File: src/rtl/flagalu_pkg.sv
package flagalu_pkg;
   localparam int INSN_W = 16;

   typedef enum logic [2:0] {
      OP_NONE = 3'd0,
      OP_ADDC = 3'd1,
      OP_ADDV = 3'd2,
      OP_SUBC = 3'd3,
      OP_SUBV = 3'd4,
      OP_NEGC = 3'd5
   } op_e;

   localparam logic [3:0] GRP_DUAL  = 4'h3;
   localparam logic [3:0] GRP_UNARY = 4'h6;
   localparam logic [3:0] SEL_ADDC  = 4'hE;
   localparam logic [3:0] SEL_ADDV  = 4'hF;
   localparam logic [3:0] SEL_SUBC  = 4'hA;
   localparam logic [3:0] SEL_SUBV  = 4'hB;
   localparam logic [3:0] SEL_NEGC  = 4'hA;
endpackage

File: src/rtl/flagalu_decode.sv
module flagalu_decode
   import flagalu_pkg::*;
(
   input  logic [INSN_W-1:0] insn_i,
   output op_e               op_o
);
   logic [3:0] grp, sel;
   assign grp = insn_i[15:12];
   assign sel = insn_i[3:0];

   always_comb begin
      op_o = OP_NONE;
      if (grp == GRP_DUAL) begin
         case (sel)
            SEL_ADDC: op_o = OP_ADDC;
            SEL_ADDV: op_o = OP_ADDV;
            SEL_SUBC: op_o = OP_SUBC;
            SEL_SUBV: op_o = OP_SUBV;
            default:  op_o = OP_NONE;
         endcase
      end else if (grp == GRP_UNARY && sel == SEL_NEGC) begin
         op_o = OP_NEGC;
      end
   end
endmodule

File: src/rtl/flagalu_core.sv
module flagalu_core
   import flagalu_pkg::*;
#(
   parameter int DATA_W       = 32,
   parameter bit SHARED_ADDER = 1'b1
) (
   input  op_e               op_i,
   input  logic [DATA_W-1:0] a_i,
   input  logic [DATA_W-1:0] b_i,
   input  logic              t_i,
   output logic [DATA_W-1:0] res_o,
   output logic              t_o,
   output logic              valid_o
);
   localparam int MSB = DATA_W - 1;
   localparam int EXT = DATA_W + 1;

   assign valid_o = (op_i != OP_NONE);

   if (SHARED_ADDER) begin : g_shared
      logic [DATA_W-1:0] opa, opb;
      logic              cin;
      logic [EXT-1:0]    sum;
      logic              cout, ovf;

      always_comb begin
         opa = a_i;
         opb = b_i;
         cin = 1'b0;
         case (op_i)
            OP_ADDC: cin = t_i;
            OP_SUBC: begin opb = ~b_i; cin = ~t_i; end
            OP_SUBV: begin opb = ~b_i; cin = 1'b1; end
            OP_NEGC: begin opa = '0; opb = ~b_i; cin = ~t_i; end
            default: ;
         endcase
      end

      assign sum  = {1'b0, opa} + {1'b0, opb} + EXT'(cin);
      assign cout = sum[DATA_W];
      assign ovf  = (opa[MSB] == opb[MSB]) && (sum[MSB] != opa[MSB]);

      always_comb begin
         res_o = sum[DATA_W-1:0];
         case (op_i)
            OP_ADDC: t_o = cout;
            OP_ADDV: t_o = ovf;
            OP_SUBC: t_o = ~cout;
            OP_SUBV: t_o = ovf;
            OP_NEGC: t_o = ~cout;
            default: t_o = t_i;
         endcase
      end
   end else begin : g_split
      logic [EXT-1:0] add1, add2, sub1, sub2, neg1, neg2;
      logic [DATA_W-1:0] addv_r, subv_r;

      assign add1   = {1'b0, a_i} + {1'b0, b_i};
      assign add2   = {1'b0, add1[DATA_W-1:0]} + EXT'(t_i);
      assign sub1   = {1'b0, a_i} - {1'b0, b_i};
      assign sub2   = {1'b0, sub1[DATA_W-1:0]} - EXT'(t_i);
      assign neg1   = {EXT{1'b0}} - {1'b0, b_i};
      assign neg2   = {1'b0, neg1[DATA_W-1:0]} - EXT'(t_i);
      assign addv_r = a_i + b_i;
      assign subv_r = a_i - b_i;

      always_comb begin
         res_o = a_i;
         t_o   = t_i;
         case (op_i)
            OP_ADDC: begin
               res_o = add2[DATA_W-1:0];
               t_o   = add1[DATA_W] | add2[DATA_W];
            end
            OP_ADDV: begin
               res_o = addv_r;
               t_o   = (a_i[MSB] == b_i[MSB]) && (addv_r[MSB] != a_i[MSB]);
            end
            OP_SUBC: begin
               res_o = sub2[DATA_W-1:0];
               t_o   = sub1[DATA_W] | sub2[DATA_W];
            end
            OP_SUBV: begin
               res_o = subv_r;
               t_o   = (a_i[MSB] != b_i[MSB]) && (subv_r[MSB] != a_i[MSB]);
            end
            OP_NEGC: begin
               res_o = neg2[DATA_W-1:0];
               t_o   = (neg1[DATA_W-1:0] != '0) | neg2[DATA_W];
            end
            default: ;
         endcase
      end
   end
endmodule

File: src/rtl/flagalu_unit.sv
module flagalu_unit
   import flagalu_pkg::*;
#(
   parameter int DATA_W       = 32,
   parameter bit SHARED_ADDER = 1'b1
) (
   input  logic              clk,
   input  logic              rst_n,
   input  logic              start_i,
   input  logic [15:0]       insn_i,
   input  logic [DATA_W-1:0] rn_i,
   input  logic [DATA_W-1:0] rm_i,
   input  logic              t_i,
   output logic [DATA_W-1:0] rn_o,
   output logic              t_o,
   output logic              wr_en_o,
   output logic              done_o
);
   if (DATA_W < 2) begin : g_bad_width
      $error("flagalu_unit: DATA_W must be at least 2");
   end
   if (INSN_W != 16) begin : g_bad_insn
      $error("flagalu_unit: instruction width must be 16");
   end

   op_e               op;
   logic [DATA_W-1:0] res;
   logic              t_new, valid;

   flagalu_decode u_dec (
      .insn_i (insn_i),
      .op_o   (op)
   );

   flagalu_core #(
      .DATA_W       (DATA_W),
      .SHARED_ADDER (SHARED_ADDER)
   ) u_core (
      .op_i    (op),
      .a_i     (rn_i),
      .b_i     (rm_i),
      .t_i     (t_i),
      .res_o   (res),
      .t_o     (t_new),
      .valid_o (valid)
   );

   always_ff @(posedge clk) begin
      if (!rst_n) begin
         rn_o    <= '0;
         t_o     <= 1'b0;
         wr_en_o <= 1'b0;
         done_o  <= 1'b0;
      end else begin
         done_o  <= start_i;
         wr_en_o <= start_i & valid;
         if (start_i) begin
            rn_o <= valid ? res : rn_i;
            t_o  <= t_new;
         end
      end
   end
endmodule

File: config.mk
export PLATFORM = sky130hd
export DESIGN_NAME = flagalu_unit
export DESIGN_NICKNAME = d
export VERILOG_FILES = /design/src/rtl/flagalu_pkg.sv /design/src/rtl/flagalu_decode.sv /design/src/rtl/flagalu_core.sv /design/src/rtl/flagalu_unit.sv
export SDC_FILE = /design/constraint.sdc
export NUM_CORES = 1
export LEC_CHECK = 0
export BUFFER_PORTS_ARGS = -buffer_cell sky130_fd_sc_hd__buf_2
export CAP_MARGIN = 40
export CORE_MARGIN = 10
export CORE_UTILIZATION = 43
export DETAILED_ROUTE_END_ITERATION = 16
export GPL_ROUTABILITY_DRIVEN = 0
export PLACE_DENSITY = 0.67
export SYNTH_ARGS = -nofsm -noshare
export SYNTH_HDL_FRONTEND = slang
export SYNTH_SLANG_ARGS = --single-unit
File: constraint.sdc
create_clock -name clk -period 4.65 [get_ports clk]
set_input_delay 0.93 -clock clk [delete_from_list [all_inputs] [get_ports clk]]
set_output_delay 0.93 -clock clk [all_outputs]
set_load 0.005 [all_outputs]
## Yosys cells after proc, flatten, opt, wreduce, memory -nomap -nowiden

Cells that the tools add are included.

- Reductions and logical operators: 6
- Equality and inequality tests: 13
- Add/sub/neg operators: 2
- Bitwise gates (word level): 4
- Muxes and demuxes: 8

Operator list:

| operator | number |
|---|---|
| $mux 32 | 3 |
| $add 32x32->33 | 1 |
| $add 33x1->33 | 1 |
| $not 32->32 | 1 |
| $eq 4x4->1 const B | 4 |
| $pmux 3 s4 | 1 |
| $eq 3x2->1 const B | 2 |
| $eq 3x3->1 const B | 2 |
| $mux 3 | 2 |
| $pmux 1 s3 | 2 |
| $eq 4x2->1 const B | 1 |
| $eq 4x3->1 const B | 1 |
| $reduce_or 2->1 | 2 |
| $eq 3x1->1 const B | 1 |
| $reduce_bool 3->1 | 1 |
| $reduce_or 3->1 | 1 |
| $logic_and 1x1->1 | 2 |
| $not 1->1 | 2 |
| $and 1x1->1 | 1 |
| $eq 1x1->1 | 1 |
| $ne 1x1->1 | 1 |

- Bits of input ports: 84
- Logic and storage cells: 37
- Bits in registers: 35
- Output and inout port bits: 35

## Longest topological paths before layout

- Depth in word-level cells: 12
- Mapped depth: 17
- Gate-level depth less buffers: 16

## Modules after synthesis

Synthesis repeated with hierarchy kept, for this count alone.

- Cell total of the unflattened synthesis: 482
- Area, all modules: 3881.2 um^2

By module, submodules not included:

| module | seq. area each (um^2) | instances | area an instance (um^2) | cells each |
|---|---|---|---|---|
| flagalu_core | 0.0 | 1 | 2314.7 | 324 |
| flagalu_unit | 700.7 | 1 | 1487.7 | 149 |
| flagalu_decode | 0.0 | 1 | 78.8 | 9 |

## Worst setup path before layout

Ideal clock, no wire load.

- Kind: input to register
- Start point: input insn_i[12]
- End point: register t_o
- Setup time: 0.137 ns
- Path slack: 0.441 ns
- Required time: 4.513 ns
- Stages on the path: 16
- Arrival: 4.072 ns
- Buffers on the path: 2
- Cell sequence: nor4b_1 -> nand2_1 -> o21a_1 -> clkbuf_1 -> buf_1 -> xnor2_1 -> ha_1 -> a21o_2 -> a211oi_1 -> and3_1 -> o211ai_2 -> nand3_1 -> o211ai_1 -> a211o_1 -> o211ai_1 -> a31oi_1

- Cells in the longest elaborated chain, start to end: 12
- Elaborated cells on any way between the ends: 23
- Classes of those cells: 2 x add/sub; 9 x eq/ne; 6 x mux; 1 x bitwise; 5 x reduce/logical

Ends and longest elaborated chain:

| what | RTL line | text |
|---|---|---|
| from (decl) | flagalu_unit.sv:10 | `input logic [15:0] insn_i,` |
| $eq 4x3->1 | flagalu_decode.sv:21 | `end else if (grp == GRP_UNARY && sel == SEL_NEGC) begin` |
| $logic_and 1x1->1 | flagalu_decode.sv:21 |  |
| $mux 3 | flagalu_decode.sv:21 |  |
| $mux 3 (*) | flagalu_decode.sv:13 | `if (grp == GRP_DUAL) begin` |
| $eq 3x2->1 or $eq 3x3->1 (tied branches) | flagalu_core.sv:30, flagalu_core.sv:45 |  |
| $reduce_or 3->1 (no line) | - |  |
| $mux 32 | - |  |
| $add 32x32->33 | flagalu_core.sv:39 | `assign sum = {1'b0, opa} + {1'b0, opb} + EXT'(cin);` |
| $add 33x1->33 | flagalu_core.sv:39 |  |
| $ne 1x1->1 | flagalu_core.sv:41 | `assign ovf = (opa[MSB] == opb[MSB]) && (sum[MSB] != opa[MSB]);` |
| $logic_and 1x1->1 | flagalu_core.sv:41 |  |
| $pmux 1 s3 (*) | flagalu_core.sv:45 | `case (op_i)` |
| to (signal assigned) | flagalu_unit.sv:59 | `t_o <= t_new;` |
| to (decl) | flagalu_unit.sv:15 | `output logic t_o,` |

Mark *: on every way between the ends. The rest lies on a longest branch, timed or not.
A chain may end at the register's enable or synchronous reset.

## Worst setup path after layout

- Start point: input insn_i[12]
- End point: register rn_o[24]

- Cells in the longest elaborated chain, start to end: 10
- Elaborated cells on any way between the ends: 18
- Classes of those cells: 2 x add/sub; 6 x eq/ne; 6 x mux; 4 x reduce/logical

Ends and longest elaborated chain:

| what | RTL line | text |
|---|---|---|
| $eq 4x3->1 | flagalu_decode.sv:21 |  |
| $logic_and 1x1->1 | flagalu_decode.sv:21 |  |
| $mux 3 | flagalu_decode.sv:21 |  |
| $mux 3 (*) | flagalu_decode.sv:13 |  |
| $eq 3x2->1 or $eq 3x3->1 (tied branches) | flagalu_core.sv:30 | `case (op_i)` |
| $reduce_or 3->1 (no line) | - |  |
| $mux 32 | - |  |
| $add 32x32->33 | flagalu_core.sv:39 |  |
| $add 33x1->33 | flagalu_core.sv:39 |  |
| $mux 32 (*) | flagalu_unit.sv:58 | `rn_o <= valid ? res : rn_i;` |
| to (signal assigned) | flagalu_unit.sv:58 |  |
| to (decl) | flagalu_unit.sv:14 | `output logic [DATA_W-1:0] rn_o,` |

Marks and branches as above.

==> reports/results.ini <==
[timing]
min_period_over_period = 0.922
slew_headroom = 0.439
fin_skew_ps = 0
rsz0062_at_grt = false
drv_slew = 0
final_hold_viol_count = 0
fin_setup_tns_ps = 0
tightest_slew_ps = 842
period_minus_slack_ps = 4290
max_freq_ghz = 0.233
setup_viol = 0

[worst_setup_path]
critPathRequiredTime_ps = 4880
cpMaxStageDelayCell = fa_1
path_class = input port to flip-flop
path_buf_inv = 3
cp_max_fo = 14
cp_slowest_stage_delay_ps = 510
crit_path_start_kind = input port
endpoint_kind = flip-flop
critPathArrivalTime_ps = 4520
cp_cell_sequence = buf_2, nor4b_1, buf_4, nand2_1, o21a_2, buf_4, xnor2_1, fa_1, a211oi_2, nor2_2, o31ai_1, o21a_1, a31oi_1, a211oi_2, xnor2_1, nand2_1, a31oi_1
cp_top_family = compound AO/OA/AOI/OAI gates

[grt]
grt.total_usage = 0.163
grt_pass1_wl_um = 18300
grt_pass1_vias = 3930
overflow = 0
grt_max_degree = 50
antenna_found_initial = 0

[routing]
ant_nets = 0
wl_met3_um = 771
drt-total-wl_um = 10800
met2_length_um = 5050
detail_route.wirelength.met1_um = 4840
viasPerCell = 5.42
vias = 3776
wl_per_cell_um = 15.5
drc = 0
drt_iter0_drc = 180
drt_pass1_iterations = 5
top_layer = met4

[die]
die_h_um = 114
core.rowCount = 34
die_area_sq_mm = 0.0129
die_w_um = 114
io_pins = 119
core_sq_mm = 0.00864
start_util = 0.436

[clocking]
clockRootBuffer = clkbuf_8
clock_latency_ps = 280
clock-sinks = 35
postCtsHoldBufs = 0
clockBufferDepth = 2
cts_made_buffers = 5
cts_resized = 0
ctsHtreeMaxLevel = 2
clk_pin_slew_worst_paths_ps = 90
cts_setup_buffers = 0
cts_tree = done

[synth]
synth_common_cells = nand2_1 (50), xnor2_1 (46), o21ai_0 (39), a21oi_1 (35), dfxtp_1 (35)
synth_area_per_cell_sq_um = 7.78
synth_nets = 601
synth_top_area_frac = 0.186
yosysTopAreaCell = dfxtp_1
synthCells = 484
yosysMostFrequentCell = nand2_1
synth.distinct_cells = 62
yosys_warnings = 0
yosys_register_bits = 35
async_flop_share = 0
ys_seq_area_frac = 0.186
synth_area_sq_mm = 0.00377
synth-edff-count = 0
yosys-top-cells-area = dfxtp_1 (19%), xnor2_1 (11%), ha_1 (10%), and2_1 (5.6%), o21ai_0 (5.2%)
synth_ff_type = dfxtp_1

[power_and_ir_drop]
clkPwrFrac = 0.237
seq_power_share = 0.337
pwr-share-comb = 0.427
switching_share = 0.367
cellLeakagePower_nw = 2.13
power.switching_uw = 358
power.internal_uw = 619
power_density_mw_per_mm2 = 215
vdd_drop_max_uv = 124

[worst_hold_path]
hp-class = flip-flop to flip-flop

[final_layout]
fin_nets = 704
drive_above_1_share = 0.247
area_growth_pct = 20.8
final_core_util = 0.527

[place]
dp_hpwl_um = 8640
portBuffers = 110

[flow_run]
drv_cap = 0

[run_status]
status = finished clean

logic make-up (layout without fill, tap and decap cells):
group | count (synthesis) | in the layout | synth area share
AOI/OAI and AO/OA | 166 | 166 | 0.310
and+or+nand+nor | 152 | 152 | 0.205
xor gates and xnor gates | 57 | 57 | 0.133
DFF | 35 | 35 | 0.186
buffers and inverters | 34 | 138 | 0.0342
adders and majority gates | 33 | 33 | 0.114
muxes | 7 | 7 | 0.0186
other | 0 | 1 | 0
power by group through the flow:
| stage | Sequential [mW] | Clock [mW] | Combinational, mW |
|---|---|---|---|
| after floorplan | 0.338 | 0 | 0.295 |
| after global placement | 0.335 | 0 | 0.408 |
| after detailed placement | 0.336 | 0 | 0.415 |
| after CTS | 0.329 | 0.237 | 0.418 |
| after global routing | 0.331 | 0.249 | 0.469 |
| final | 0.329 | 0.231 | 0.417 |
sequential cells by signal, indices dropped and copies added (netlist names):
name / flops
rn_o: 32
done_o: 1
t_o: 1
wr_en_o: 1
final timing paths:
kind	from	end	slack (ps)	cells past startpoint
worst min-delay path	rn_o[12]	rn_o[12]	480	1
worst min register to register	rn_o[12]	rn_o[12]	480	1
worst max-delay path	insn_i[12]	rn_o[24]	360	17
worst max register to register	rn_o[22]	rn_o[22]	3920	2
metrics by stage:
stage               setup slack, ps  hold WS [ps]  power [mW]  cell area [sq um]  instances
floorplan                       441           477       0.633               3770        484
global placement                169           458       0.743               4440        687
detailed placement             83.6           461       0.750               4460        688
CTS                             362           481       0.984               4550        696
global route                   98.3           496        1.05               4550        696
finish                          361           480       0.977               4550        697
layout by cell type, fill, tap and decap left out, drive strengths merged, types with 12 or more instances in the layout:
| cell | count |
|---|---|
| buf | 119 |
| a31oi | 12 |
| xnor2 | 46 |
| o21ai | 43 |
| dfxtp | 35 |
| ha | 31 |
| nand2 | 51 |
| a21oi | 35 |
| o211ai | 15 |
| and2 | 34 |
| nor2 | 29 |
metal layers:
| metal | up-vias | global-route usage |
|---|---|---|
| met5 | - | 0 |
| met4 | 0 | 0.0415 |
| met3 | 10 | 0.0499 |
| met2 | 97 | 0.277 |
| met1 | 1711 | 0.195 |
| li1 | 1958 | - |
cell type report:
class / instances / area (sq um)
multi-input cells: 415 / 2950
well taps: 108 / 135
clock buffers: 7 / 76.3
repair buffers: 119 / 638
fillers: 844 / 4090
inverters: 11 / 41.3
flip-flops and latches: 35 / 701
diodes: 1 / 2.50
clock inverters: 1 / 5.00
Note: power is estimated with default switching activity, not from simulation.
